--- config.mk ---
export PLATFORM = sky130hd
export DESIGN_NAME = periph_clk_ctl
export DESIGN_NICKNAME = d
export VERILOG_FILES = /design/src/rtl/pcr_pkg.sv /design/src/rtl/pcr_decode.sv /design/src/rtl/pcr_table.sv /design/src/rtl/periph_clk_ctl.sv
export SDC_FILE = /design/constraint.sdc
export NUM_CORES = 2
export LEC_CHECK = 0
export ABC_AREA = 1
export BUFFER_PORTS_ARGS = -buffer_cell sky130_fd_sc_hd__clkbuf_2
export CAP_MARGIN = 20
export CORE_UTILIZATION = 40
export CTS_CLUSTER_SIZE = 14
export DETAILED_ROUTE_END_ITERATION = 10
export GPL_ROUTABILITY_DRIVEN = 0
export SLEW_MARGIN = 20
export SYNTH_ARGS = -nofsm -noshare
export SYNTH_HDL_FRONTEND = slang
export SYNTH_HIERARCHICAL = 1
export SYNTH_SLANG_ARGS = --single-unit
--- constraint.sdc ---
create_clock -name clk -period 2.4 [get_ports clk]
set_input_delay 0.12 -clock clk [delete_from_list [all_inputs] [get_ports clk]]
set_output_delay 0.12 -clock clk [all_outputs]
set_load 0.005 [all_outputs]
--- src/rtl/pcr_pkg.sv ---
package pcr_pkg;
  localparam int WORD_W   = 32;
  localparam int IDREG_W  = 6;
  localparam int CMD_POS  = 12;
  localparam int SRC_LSB  = 8;
  localparam int PDIV_LSB = 16;
  localparam int GDIV_LSB = 20;
  localparam int PEN_POS  = 28;
  localparam int GEN_POS  = 29;

  typedef struct packed {
    logic       gen_en;
    logic       per_en;
    logic [7:0] gen_div;
    logic [1:0] per_div;
    logic [2:0] gen_src;
  } pcr_entry_t;

  function automatic logic [WORD_W-1:0] pcr_pack(pcr_entry_t e, logic [IDREG_W-1:0] id);
    logic [WORD_W-1:0] w;
    w = '0;
    w[IDREG_W-1:0]          = id;
    w[SRC_LSB+2:SRC_LSB]    = e.gen_src;
    w[PDIV_LSB+1:PDIV_LSB]  = e.per_div;
    w[GDIV_LSB+7:GDIV_LSB]  = e.gen_div;
    w[PEN_POS]              = e.per_en;
    w[GEN_POS]              = e.gen_en;
    return w;
  endfunction
endpackage

--- src/rtl/pcr_decode.sv ---
module pcr_decode
  import pcr_pkg::*;
#(
  parameter int FIRST_GEN_ID = 2
) (
  input  logic [WORD_W-1:0]  wdata,
  output logic [IDREG_W-1:0] id,
  output logic               cmd,
  output pcr_entry_t         ent
);
  localparam logic [IDREG_W:0] FIRST_GEN_V = (IDREG_W+1)'(FIRST_GEN_ID);

  logic gen_allowed;
  logic unused_bits;

  assign id          = wdata[IDREG_W-1:0];
  assign cmd         = wdata[CMD_POS];
  assign gen_allowed = {1'b0, id} >= FIRST_GEN_V;
  assign unused_bits = ^{wdata[31:30], wdata[19:18], wdata[15:13], wdata[11], wdata[7:6]};

  always_comb begin
    ent         = '0;
    ent.per_en  = wdata[PEN_POS];
    ent.per_div = wdata[PDIV_LSB+1:PDIV_LSB];
    if (gen_allowed) begin
      ent.gen_en  = wdata[GEN_POS];
      ent.gen_src = wdata[SRC_LSB+2:SRC_LSB];
      ent.gen_div = wdata[GDIV_LSB+7:GDIV_LSB];
    end
  end
endmodule

--- src/rtl/pcr_table.sv ---
module pcr_table
  import pcr_pkg::*;
#(
  parameter int NUM_ENT = 64
) (
  input  logic               clk,
  input  logic               rst_n,
  input  logic               wr_en,
  input  logic [IDREG_W-1:0] wr_idx,
  input  pcr_entry_t         wr_ent,
  input  logic [IDREG_W-1:0] rd_idx,
  output pcr_entry_t         rd_ent
);
  localparam int              IDX_W     = (NUM_ENT > 1) ? $clog2(NUM_ENT) : 1;
  localparam logic [IDREG_W:0] NUM_ENT_V = (IDREG_W+1)'(NUM_ENT);

  pcr_entry_t ent_q [NUM_ENT];

  for (genvar g = 0; g < NUM_ENT; g++) begin : g_ent
    always_ff @(posedge clk or negedge rst_n) begin
      if (!rst_n) begin
        ent_q[g] <= '0;
      end else if (wr_en && (wr_idx == IDREG_W'(g))) begin
        ent_q[g] <= wr_ent;
      end
    end
  end

  always_comb begin
    rd_ent = '0;
    if ({1'b0, rd_idx} < NUM_ENT_V) begin
      rd_ent = ent_q[rd_idx[IDX_W-1:0]];
    end
  end
endmodule

--- src/rtl/periph_clk_ctl.sv ---
module periph_clk_ctl
  import pcr_pkg::*;
#(
  parameter int NUM_ENT      = 64,
  parameter int FIRST_GEN_ID = 2
) (
  input  logic        clk,
  input  logic        rst_n,
  input  logic        req_valid,
  output logic        req_ready,
  input  logic        req_write,
  input  logic [31:0] req_wdata,
  output logic        rsp_valid,
  input  logic        rsp_ready,
  output logic [31:0] rsp_rdata
);
  logic [IDREG_W-1:0] sel_q;
  logic [IDREG_W-1:0] dec_id;
  logic               dec_cmd;
  pcr_entry_t         dec_ent;
  pcr_entry_t         rd_ent;
  logic               wr_fire;
  logic               rd_fire;

  assign req_ready = !rsp_valid;
  assign wr_fire   = req_valid && req_ready && req_write;
  assign rd_fire   = req_valid && req_ready && !req_write;

  pcr_decode #(.FIRST_GEN_ID(FIRST_GEN_ID)) u_decode (
    .wdata (req_wdata),
    .id    (dec_id),
    .cmd   (dec_cmd),
    .ent   (dec_ent)
  );

  pcr_table #(.NUM_ENT(NUM_ENT)) u_table (
    .clk    (clk),
    .rst_n  (rst_n),
    .wr_en  (wr_fire && dec_cmd),
    .wr_idx (dec_id),
    .wr_ent (dec_ent),
    .rd_idx (sel_q),
    .rd_ent (rd_ent)
  );

  always_ff @(posedge clk or negedge rst_n) begin
    if (!rst_n) begin
      sel_q <= '0;
    end else if (wr_fire) begin
      sel_q <= dec_id;
    end
  end

  always_ff @(posedge clk or negedge rst_n) begin
    if (!rst_n) begin
      rsp_valid <= 1'b0;
      rsp_rdata <= '0;
    end else if (rd_fire) begin
      rsp_valid <= 1'b1;
      rsp_rdata <= pcr_pack(rd_ent, sel_q);
    end else if (rsp_ready) begin
      rsp_valid <= 1'b0;
    end
  end
endmodule

==> results.cfg <==
[clocking]
clock-sinks = 988
cts_tree = yes
cts_made_buffers = 109
clkLatencyLatePin_ns = 0.70
htree_num_levels = 3
root_buffer = clkbuf_16
cts_setup_buffers = 0
path_clk_slew_ns = 0.06
ctsLongestPathBuffers = 3

[global_route]
grt_max_degree = 118
track_usage_pct = 24.6
grt_pass1_vias = 36300
gr-total-overflow = 0
antenna_found_initial = 3
grt_pass1_wl_mm = 219

[timing]
fin_worst_skew_ns = 0.0251
rsz0062_at_grt = true
hold_viol = 0
relSlewSlack_pct = 51.7
worstMarginPinSlew_ns = 0.725
period_needed_ns = 2.34
final_max_slew_viol_count = 0
period_share_pct = 97.4
setup_viol = 0
fin_tns_setup_ns = 0
max_freq_ghz = 0.428

[synthesis]
synth_area_leaders = dfrtp_1, nand2_1, nand3_1
seq_area_frac_synth_pct = 54.8
ys_async_sr_fraction_pct = 100
synth_edf_count = 0
synth_top_area_share_pct = 54.8
avgSynthCellArea_sq_um = 7.92
synth_area_sq_um = 45100
synth.most_common_cell = nand2_1
synth-main-ff-cell = dfrtp_1
yosysWarnings = 6
synthCells = 5700
yosysTopAreaCell = dfrtp_1
ys_types = 26
synth-seq-cells = 988
synthTopCellsByCount = nand2_1, dfrtp_1, nand3_1

[critical_path]
crit_chain = inv_8, buf_12, buf_12, nand2_1, nand3_1, nand3_1, nand2_1, nand2_1, nand3_1, nand3_1, nand2_1, nand4_1, nand2_1
setup.worst_path.start = sel_q[0]
timing.critical_path.mode_cell = nand2_1
cp-end-kind = register
r2r_cells = 13
slowest_delay_ns = 0.53
crit_family = simple AND/OR/NAND/NOR gates
cp.required_ns = 3.03
start_kind = register
arrival_ns = 2.96
critical_path_class = register to register
worstReg2RegStart = sel_q[0]
cp_num_buf_inv = 3
cp_max_fo = 46
reg2reg_to = rsp_rdata[24]
cp_slowest_cell = dfrtp_4
path_depth = 13
r2r_slack_ns = 0.06
crit_path_end = rsp_rdata[24]

[layout]
register_area_sq_um = 24700
layout-drive-gt1-share_pct = 8.73
area_growth_pct = 14.6
multi_input_area_sq_um = 18000
fillers = 10900
finalNetCount = 5637
design_area_sq_um = 51700

[floorplan]
fp.dieH_microns = 338
rows = 122
design.core.area_sq_um = 111000
ios = 71
die_w_microns = 338
die_area_sq_um = 114000
initial_core_util_pct = 40.6

[outcome]
status = complete, no violations

[power_and_ir_drop]
ir_worst_vdd_v = 0.000633
powerDensity_nw_per_um2 = 832
p_leak_uw = 0.0236

[placement]
place_area_sq_um = 47700
place_hpwl_mm = 82.7
place.port_buffers = 49

[drt]
postRouteAntennaNets = 0
wl_per_cell_microns = 19.3
drc_errors = 0
vias = 38200
first_pass_iters = 5
routed_wl_mm = 139
drt_iter0_drc = 3665
via_per_inst = 5.31

[min_path]
hold_path_depth = 6
hold_class = input pin to register

[flow_run]
maxCapViolCount = 0
## worst reg2reg max path, stage by stage (launching register included)
cell	delay (ns)
dfrtp_4	0.53
inv_8	0.16
buf_12	0.26
buf_12	0.25
nand2_1	0.06
nand3_1	0.06
nand3_1	0.07
nand2_1	0.07
nand2_1	0.09
nand3_1	0.09
nand3_1	0.24
nand2_1	0.17
nand4_1	0.11
nand2_1	0.10
## where the power goes
part	leakage, uW	internal (uW)	switching [uW]
Clock	0.00180	9990	6990
Sequential	0.0136	17400	503
Combinational	0.00811	2570	5550
Total	0.0236	30000	13000
## sequential cells by signal, indices dropped and copies added (netlist names)
signal         cells
rsp_rdata         21
rsp_valid          1
sel_q              6
u_table/ent_q    960
## metrics by stage
stage	worst slack (ns)	hold slack, ns	power (uW)	instances	utilization [%]
final	0.0627	0.0313	43000	7180	46.5
after global routing	-0.0311	0.0577	44800	7178	46.5
after CTS	0.0745	0.00721	43200	7177	46.4
after detailed placement	0.104	0.109	26100	6946	42.8
after global placement	0.116	0.0968	26100	6946	42.8
after floorplan	0.404	-0.176	22500	5710	-
## routing by layer
layer	GRT usage, %	vias up	routed length, microns
met1	34.6	18500	62500
met2	39.6	1053	64600
met3	3.08	204	7400
met5	0	-	13
li1	-	18400	-
met4	7.62	2	4020
## cells by family (layout without fill, tap and decap cells)
group,Yosys count,after routing,share of synthesized area (%)
buffers and inverters,573,553,5.63
AND/OR/NAND/NOR,3177,3177,29.0
AO/OA/AOI/OAI,961,961,10.7
flip-flops,988,988,54.8
other,1,13,0.00831
## cell type report
| cell class | instances | share of cell area (%) |
|---|---|---|
| repair buffers | 306 | 6.39 |
| multi-input cells | 4149 | 34.7 |
| clock buffers | 167 | 6.30 |
| diodes | 2 | 0.00967 |
| clock inverters | 34 | 0.776 |
| inverters | 46 | 0.372 |
| flip-flops and latches | 988 | 47.8 |
| well taps | 1488 | 3.60 |
## worst min-delay path by stage
stage	end	start	slack (ns)
2_1_floorplan	rsp_rdata[0]	rst_n	-0.18
3_3_place_gp	u_table/ent_q[882]	rst_n	0.1
3_5_place_dp	u_table/ent_q[840]	rst_n	0.11
4_1_cts	u_table/ent_q[98]	req_wdata[23]	0.007
5_1_grt	u_table/ent_q[68]	req_wdata[23]	0.06
6_report	u_table/ent_q[117]	req_wdata[27]	0.03
## repair_timing
action                                 4_1_cts  5_1_grt
hold buffers                                30        0
endpoints found under the hold margin      873        0
resized for setup                            0       14
setup endpoints to repair                    0       12
## cells in the final DEF (no fill, tap or decap), types with 5 or more instances in the layout
cell and count:
dlygate4sd3_1 29, nor2_1 67, buf_16 5, o21ai_1 197, clkbuf_8 29, clkbuf_16 111
nand3_2 9, buf_4 147, o21ai_0 719, nand3_1 802, buf_12 74, dfrtp_1 984
nand4_1 27, inv_2 20, inv_1 22, nand2_1 2261, a21oi_1 45, conb_1 11
clkinv_2 18, bufinv_16 6, clkbuf_2 48, clkbuf_1 28
(Power assumes the default switching activity.)
